## src/rtl/cal_pkg.sv

```systemverilog
package cal_pkg;
  localparam int SEC_W  = 6;
  localparam int MIN_W  = 6;
  localparam int HOUR_W = 5;
  localparam int DAY_W  = 5;
  localparam int MON_W  = 4;
  localparam int YEAR_W = 6;
  localparam int BASE_YEAR = 1970;
  localparam int REG_W = 32;
  localparam int HMS_W = HOUR_W + MIN_W + SEC_W;
  localparam int YMD_W = 1 + YEAR_W + MON_W + DAY_W;

  localparam int OFS_CTRL = 'h00;
  localparam int OFS_DATE = 'h10;
  localparam int OFS_TIME = 'h14;
  localparam int BUSY_DATE_BIT = 7;
  localparam int BUSY_TIME_BIT = 8;

  typedef struct packed {
    logic [HOUR_W-1:0] hour;
    logic [MIN_W-1:0]  min;
    logic [SEC_W-1:0]  sec;
  } hms_t;

  typedef struct packed {
    logic              leap;
    logic [YEAR_W-1:0] year;
    logic [MON_W-1:0]  mon;
    logic [DAY_W-1:0]  day;
  } ymd_t;

  function automatic hms_t hms_unpack(input logic [REG_W-1:0] w);
    hms_t t;
    t.sec  = w[5:0];
    t.min  = w[13:8];
    t.hour = w[20:16];
    return t;
  endfunction

  function automatic logic [REG_W-1:0] hms_pack(input hms_t t);
    logic [REG_W-1:0] w;
    w        = '0;
    w[5:0]   = t.sec;
    w[13:8]  = t.min;
    w[20:16] = t.hour;
    return w;
  endfunction

  function automatic ymd_t ymd_unpack(input logic [REG_W-1:0] w);
    ymd_t d;
    d.day  = w[4:0];
    d.mon  = w[11:8];
    d.year = w[21:16];
    d.leap = w[22];
    return d;
  endfunction

  function automatic logic [REG_W-1:0] ymd_pack(input ymd_t d);
    logic [REG_W-1:0] w;
    w        = '0;
    w[4:0]   = d.day;
    w[11:8]  = d.mon;
    w[21:16] = d.year;
    w[22]    = d.leap;
    return w;
  endfunction

  function automatic logic [DAY_W-1:0] month_last_day(input logic [MON_W-1:0] m,
                                                      input logic leap);
    case (m)
      MON_W'(4), MON_W'(6), MON_W'(9), MON_W'(11): return DAY_W'(30);
      MON_W'(2): return leap ? DAY_W'(29) : DAY_W'(28);
      default:   return DAY_W'(31);
    endcase
  endfunction
endpackage

```

## src/rtl/cal_rst_sync.sv

```systemverilog
module cal_rst_sync #(
  parameter int STAGES = 2
) (
  input  logic clk,
  input  logic rst_n,
  output logic rst_sync_n
);
  logic [STAGES-1:0] sync_q;

  always_ff @(posedge clk or negedge rst_n) begin
    if (!rst_n) sync_q <= '0;
    else        sync_q <= {sync_q[STAGES-2:0], 1'b1};
  end

  assign rst_sync_n = sync_q[STAGES-1];
endmodule

```

## src/rtl/cal_post_stage.sv

```systemverilog
module cal_post_stage #(
  parameter int W = 16
) (
  input  logic         clk,
  input  logic         rst_n,
  input  logic         wr_en,
  input  logic [W-1:0] wr_data,
  input  logic         tick,
  output logic         busy_o,
  output logic [W-1:0] pend_o
);
  logic         busy_q, busy_d;
  logic [W-1:0] pend_q, pend_d;

  always_comb begin
    busy_d = busy_q;
    if (tick)  busy_d = 1'b0;
    if (wr_en) busy_d = 1'b1;
    pend_d = wr_data;
  end

  always_ff @(posedge clk or negedge rst_n) begin
    if (!rst_n) begin
      busy_q <= 1'b0;
      pend_q <= '0;
    end else begin
      busy_q <= busy_d;
      if (wr_en) pend_q <= pend_d;
    end
  end

  assign busy_o = busy_q;
  assign pend_o = pend_q;

  // a write raises busy on the following cycle
  a_r3_busy_after_write: assert property (@(posedge clk) disable iff (!rst_n)
    wr_en |=> busy_q);
  // a tick with no new write drops busy
  a_r5_busy_clears: assert property (@(posedge clk) disable iff (!rst_n)
    busy_q && tick && !wr_en |=> !busy_q);
  // the last write is the one held
  a_r10_last_write_held: assert property (@(posedge clk) disable iff (!rst_n)
    wr_en |=> pend_q == $past(wr_data));
endmodule

```

## src/rtl/cal_advance.sv

```systemverilog
module cal_advance
  import cal_pkg::*;
(
  input  hms_t t_cur,
  input  ymd_t d_cur,
  output hms_t t_nxt,
  output ymd_t d_nxt
);
  logic              sec_wrap, min_wrap, hour_wrap, day_wrap, mon_wrap;
  logic              day_step, mon_step, year_step;
  logic [YEAR_W-1:0] year_inc;
  logic [10:0]       year_abs;

  always_comb begin
    sec_wrap  = t_cur.sec  >= SEC_W'(59);
    min_wrap  = t_cur.min  >= MIN_W'(59);
    hour_wrap = t_cur.hour >= HOUR_W'(23);
    day_wrap  = d_cur.day  >= month_last_day(d_cur.mon, d_cur.leap);
    mon_wrap  = d_cur.mon  >= MON_W'(12);
    day_step  = sec_wrap & min_wrap & hour_wrap;
    mon_step  = day_step & day_wrap;
    year_step = mon_step & mon_wrap;
    year_inc  = d_cur.year + 1'b1;
    year_abs  = 11'(BASE_YEAR) + {{(11-YEAR_W){1'b0}}, year_inc};

    t_nxt = t_cur;
    d_nxt = d_cur;
    t_nxt.sec = sec_wrap ? '0 : t_cur.sec + 1'b1;
    if (sec_wrap)
      t_nxt.min = min_wrap ? '0 : t_cur.min + 1'b1;
    if (sec_wrap && min_wrap)
      t_nxt.hour = hour_wrap ? '0 : t_cur.hour + 1'b1;
    if (day_step)
      d_nxt.day = day_wrap ? DAY_W'(1) : d_cur.day + 1'b1;
    if (mon_step)
      d_nxt.mon = mon_wrap ? MON_W'(1) : d_cur.mon + 1'b1;
    if (year_step) begin
      d_nxt.year = year_inc;
      d_nxt.leap = (year_abs[1:0] == 2'b00);
    end
  end
endmodule

```

## src/rtl/cal_clock_regs.sv

```systemverilog
module cal_clock_regs
  import cal_pkg::*;
#(
  parameter int ADDR_W = 8
) (
  input  logic              clk,
  input  logic              rst_n,
  input  logic              tick_i,
  input  logic              bus_wr_i,
  input  logic [ADDR_W-1:0] bus_addr_i,
  input  logic [REG_W-1:0]  bus_wdata_i,
  output logic [REG_W-1:0]  bus_rdata_o
);
  localparam logic [ADDR_W-1:0] A_CTRL = ADDR_W'(OFS_CTRL);
  localparam logic [ADDR_W-1:0] A_DATE = ADDR_W'(OFS_DATE);
  localparam logic [ADDR_W-1:0] A_TIME = ADDR_W'(OFS_TIME);

  logic             rst_q_n;
  logic             wr_time, wr_date;
  logic             t_busy, d_busy, any_busy, commit;
  logic [HMS_W-1:0] t_pend;
  logic [YMD_W-1:0] d_pend;
  hms_t             hms_q, hms_d, hms_adv;
  ymd_t             ymd_q, ymd_d, ymd_adv;

  cal_rst_sync #(.STAGES(2)) u_rst (
    .clk(clk), .rst_n(rst_n), .rst_sync_n(rst_q_n)
  );

  assign wr_time = bus_wr_i && (bus_addr_i == A_TIME);
  assign wr_date = bus_wr_i && (bus_addr_i == A_DATE);

  cal_post_stage #(.W(HMS_W)) u_time_stage (
    .clk(clk), .rst_n(rst_q_n), .wr_en(wr_time),
    .wr_data(hms_unpack(bus_wdata_i)), .tick(tick_i),
    .busy_o(t_busy), .pend_o(t_pend)
  );

  cal_post_stage #(.W(YMD_W)) u_date_stage (
    .clk(clk), .rst_n(rst_q_n), .wr_en(wr_date),
    .wr_data(ymd_unpack(bus_wdata_i)), .tick(tick_i),
    .busy_o(d_busy), .pend_o(d_pend)
  );

  cal_advance u_adv (
    .t_cur(hms_q), .d_cur(ymd_q), .t_nxt(hms_adv), .d_nxt(ymd_adv)
  );

  assign any_busy = t_busy | d_busy;
  assign commit   = tick_i & any_busy;

  always_comb begin
    hms_d = hms_q;
    ymd_d = ymd_q;
    if (commit) begin
      if (t_busy) hms_d = hms_t'(t_pend);
      if (d_busy) ymd_d = ymd_t'(d_pend);
    end else if (tick_i) begin
      hms_d = hms_adv;
      ymd_d = ymd_adv;
    end
  end

  always_ff @(posedge clk or negedge rst_q_n) begin
    if (!rst_q_n) begin
      hms_q <= '0;
      ymd_q <= '{leap: 1'b0, year: '0, mon: MON_W'(1), day: DAY_W'(1)};
    end else if (tick_i) begin
      hms_q <= hms_d;
      ymd_q <= ymd_d;
    end
  end

  always_comb begin
    bus_rdata_o = '0;
    case (bus_addr_i)
      A_CTRL: begin
        bus_rdata_o[BUSY_TIME_BIT] = t_busy;
        bus_rdata_o[BUSY_DATE_BIT] = d_busy;
      end
      A_DATE:  bus_rdata_o = ymd_pack(ymd_q);
      A_TIME:  bus_rdata_o = hms_pack(hms_q);
      default: bus_rdata_o = '0;
    endcase
  end

  // with no tick the counters do not move
  a_r4_hold_without_tick: assert property (@(posedge clk) disable iff (!rst_q_n)
    !tick_i |=> $stable(hms_q) && $stable(ymd_q));
  // a commit loads the posted time value
  a_r5_commit_loads: assert property (@(posedge clk) disable iff (!rst_q_n)
    tick_i && t_busy |=> hms_q == hms_t'($past(t_pend)));
  // a date-only commit leaves the time untouched
  a_r6_tick_consumed: assert property (@(posedge clk) disable iff (!rst_q_n)
    tick_i && d_busy && !t_busy |=> $stable(hms_q));
  // seconds at or above 59 wrap to zero on a free tick
  a_r7_sec_wrap: assert property (@(posedge clk) disable iff (!rst_q_n)
    tick_i && !any_busy && hms_q.sec >= SEC_W'(59) |=> hms_q.sec == '0);
  // a year step leaves the leap flag consistent with the new year
  a_r9_leap_on_year_step: assert property (@(posedge clk) disable iff (!rst_q_n)
    tick_i && !any_busy |=>
      (ymd_q.year == $past(ymd_q.year)) || (ymd_q.leap == (ymd_q.year[1:0] == 2'd2)));
endmodule

```

## config.mk

```make
export PLATFORM = sky130hd
export DESIGN_NAME = cal_clock_regs
export DESIGN_NICKNAME = d
export VERILOG_FILES = /design/src/rtl/cal_pkg.sv /design/src/rtl/cal_rst_sync.sv /design/src/rtl/cal_post_stage.sv /design/src/rtl/cal_advance.sv /design/src/rtl/cal_clock_regs.sv
export SDC_FILE = /design/constraint.sdc
export NUM_CORES = 1
export LEC_CHECK = 0
export BUFFER_PORTS_ARGS = -buffer_cell sky130_fd_sc_hd__clkbuf_2
export CAP_MARGIN = 10
export CORE_MARGIN = 2
export CORE_UTILIZATION = 39
export CTS_BUF_LIST = sky130_fd_sc_hd__clkbuf_4 sky130_fd_sc_hd__clkbuf_8
export DETAILED_ROUTE_END_ITERATION = 6
export SLEW_MARGIN = 10
export SYNTH_ARGS = -nofsm -noshare
export SYNTH_HDL_FRONTEND = slang
export SYNTH_SLANG_ARGS = --single-unit
```

## constraint.sdc

```tcl
create_clock -name clk -period 2.09 [get_ports clk]
set_clock_uncertainty 0.15 [all_clocks]
set_input_delay 0 -clock clk [delete_from_list [all_inputs] [get_ports clk]]
set_output_delay 0 -clock clk [all_outputs]
set_load 0.02 [all_outputs]
```

==> flow_summary.ini <==
[grt]
grt-ovfl-total = 0
grt_pass1_wl_um = 16300
grt_max_degree = 35
grt_pass1_vias = 3266
grtUsageTotal_pct = 19.2
antenna_found_initial = 0

[drt]
dr_total_vias = 3186
antenna_left = 0
drc = 0
wirelength_um = 9740
drt_iter0_markers = 118
wl_per_cell_um = 15.6
vias_per_cell = 5.11
drtPass1Iterations = 4

[clocking]
htreeDepth = 3
clk-insertion-delay-late_ns = 0.36
cts_num_sinks = 70
clkTransAtPathRegs_ns = 0.08
cts_tree = done
clock_path_buffers = 2
cts_root_buf = clkbuf_8
cts_buffers = 9

[floorplan]
rows = 36
die_h_um = 104
ios = 76
start_util_pct = 40.1
die_area_um2 = 10800
coreArea_um2 = 9730
die-width_um = 104

[power]
switching_power_mw = 0.863
p_sw_share_pct = 28.2
p_seq_share_pct = 50.4
ir_worst_vdd_v = 0.000611
pwr_density_cell_nw_per_um2 = 603
internal-power_mw = 2.20
share_comb_of_total_power_pct = 17.5
power.leakage_nw = 2.51
clkPwrFrac_pct = 32.1

[critical_path]
cp_slowest_stage_delay_ns = 0.59
critPathArrivalTime_ns = 2.60
cp_common_cell = o21ai_1
worstSetupPathType = reg2reg
cp_cell_sequence = inv_4 -> ha_4 -> o21ai_2 -> o21ai_1 -> o21ai_1 -> ha_1 -> nand2b_4 -> a21oi_4 -> o21ai_4 -> nand3_4 -> mux2_4
path_max_fanout = 6
worstSetupStartpointType = flop
end_kind = flop
cp.required_ns = 2.18
cpMaxStageDelayCell = dfstp_2

[placed_design]
place_congestion = 0.819
port-buffer-count = 50
dp_hpwl_um = 6950
post_dp_cell_area_um2 = 4610
dpl_worst_slack_ns = -0.403

[layout]
layout-drive-gt1-share_pct = 36.3
synthToLayoutAreaGrowth_pct = 30.1
final_area_um2 = 5080
num_antenna_cells = 0
fin_nets = 541

[logic_synthesis]
synth_enable_flop_cells = 0
yosysTopAreaCell = dfrtp_1
syn_area_um2 = 3900
synthDominantCellAreaShare_pct = 43.6
ys_seq_elements = 70
synthCells = 368
async_reset_ff_share_pct = 100
syn_area_per_cell_um2 = 10.6
synth_area_leaders = dfrtp_1 44%, mux2_4 7.3%, mux2_2 5.2%
yosys.cell_types.count = 52
ys_seq_area_share_pct = 44.9
ys.flop_type = dfrtp_1
yosysWarnings = 0

[sta]
max_freq_ghz = 0.400
finalCritPeriodShare_pct = 120
setup_viol = 16
period_needed_ns = 2.50
rsz0062_at_grt = yes
final_max_slew_viol_count = 0
slew_headroom_pct = 64.3
hold_viol_final = 0
fin_ws_ns = -0.411
tightest_slew_ns = 0.530

[run]
max-cap-violations = 0

[status]
violations = setup timing
status = finished with violations

[min_path]
hold_path.class = in2reg
==> critical path: cells and delay by family, from the launching register on <==
kind	cells	cell delay, ns
AOI/OAI and AO/OA	5	0.56
and+or+nand+nor	2	0.31
DFF	1	0.59
buffers and inverters	1	0.06
muxes	1	0.31
adders and majority gates	2	0.41
==> synth_stat cells, types with 3 or more instances <==
| master | number |
|---|---|
| dfrtp_1 | 68 |
| o21ai_0 | 39 |
| nand2_1 | 29 |
| a21oi_1 | 21 |
| mux2_4 | 19 |
| mux2_2 | 18 |
| a22o_1 | 17 |
| nor2_1 | 16 |
| buf_4 | 14 |
| ha_1 | 12 |
| inv_1 | 12 |
| nand3_1 | 10 |
| clkbuf_1 | 9 |
| and3_1 | 8 |
| and2_1 | 6 |
| mux2i_1 | 5 |
| nor3_1 | 4 |
| o2bb2ai_1 | 4 |
| nor3b_1 | 3 |
| nor4_1 | 3 |
| o211ai_1 | 3 |
==> routing by layer <==
layer	track usage [%]	share of wire, %	up-vias	wire length (um)
li1	-	-	1542	-
met1	24.6	46	1558	4500
met2	31.3	48	72	4690
met3	4.82	4.1	14	395
met4	7.14	1.7	0	164
met5	0	0	-	0
==> placed cells by master, fill, tap and decap left out, types with 4 or more instances in the layout <==
cell	n
dfrtp_1	67
clkbuf_2	50
buf_4	47
o21ai_0	33
nand2_1	28
mux2_4	23
dlygate4sd3_1	23
a21oi_1	20
a22o_1	17
nor2_1	15
mux2_2	14
conb_1	13
inv_1	11
nand3_1	10
ha_1	10
clkbuf_8	10
and3_1	8
and2_1	6
mux2i_1	5
o21ai_1	5
clkinv_2	5
nor3_1	4
o2bb2ai_1	4
==> final timing paths <==
path                       slack (ns)                      to       startpoint  cells past startpoint
setup reg to reg                -0.41               ymd_q[13]         ymd_q[5]                     11
setup / recovery                -0.41               ymd_q[13]         ymd_q[5]                     11
min in group asynchronous        0.16  u_time_stage.pend_o[6]  u_rst.sync_q[1]                      1
max in group asynchronous        1.29                ymd_q[0]  u_rst.sync_q[1]                      1
hold reg to reg                  0.16  u_time_stage.pend_o[6]  u_rst.sync_q[1]                      1
hold / removal                   0.04  u_time_stage.pend_o[7]         bus_wr_i                      4
==> repair_timing <==
item / in CTS / in global routing
hold buffers: 23 / 0
buffers inserted: 4 / 2
gates resized for setup: 4 / 4
endpoints found under the hold margin: 37 / 0
pin swaps: 1 / 2
setup endpoints to repair: 16 / 21
==> state kept, by name, summed over array words and instances, names as in the netlist <==
signal / cells
u_time_stage.pend_o: 17
u_time_stage.busy_o: 1
ymd_q: 16
hms_q: 17
u_date_stage.busy_o: 1
u_rst.sync_q: 2
u_date_stage.pend_o: 16
==> logic make-up after synthesis <==
family	count (synthesis)	share of synthesized area, %
flip-flops	70	44.9
buffers and inverters	39	5.87
other	2	0.192
multiplexers	42	13.8
AO/OA/AOI/OAI	104	16.9
AND/OR/NAND/NOR	95	13.6
XOR/XNOR	4	0.898
adder cells (fa/ha/maj)	12	3.85
==> power groups by stage <==
stage | registers [mW] | clock network (mW) | logic, mW
after CTS | 1.54 | 1.03 | 0.533
after detailed placement | 1.57 | 0 | 0.498
final | 1.54 | 0.981 | 0.536
after global routing | 1.55 | 1.09 | 0.606
after floorplan | 1.59 | 0 | 0.276
after global placement | 1.56 | 0 | 0.484
==> stage by stage <==
| step | total power, mW | setup TNS (ns) | hold slack, ns | util (%) | std cells |
|---|---|---|---|---|---|
| 3_3_place_gp | 2.05 | -4.49 | -0.362 | 47.4 | 578 |
| 2_1_floorplan | 1.86 | -2.71 | -0.446 | - | 379 |
| 4_1_cts | 3.10 | -5.63 | 0.0278 | 51.9 | 621 |
| 5_1_grt | 3.25 | -7.59 | 0.0400 | 52.2 | 623 |
| 6_report | 3.06 | -5.69 | 0.0352 | 52.2 | 623 |
| 3_5_place_dp | 2.07 | -5.46 | -0.360 | 47.4 | 578 |
==> layout make-up <==
cell class              instances  area [um^2]
repair buffers                122          873
clock inverters                 5         25.0
well taps                     133          166
clock buffers                  11          145
flip-flops and latches         70         1760
fillers                       903         4650
multi-input cells             270         2060
inverters                      12         47.5
No activity file was read; power rests on OpenSTA's default activity.
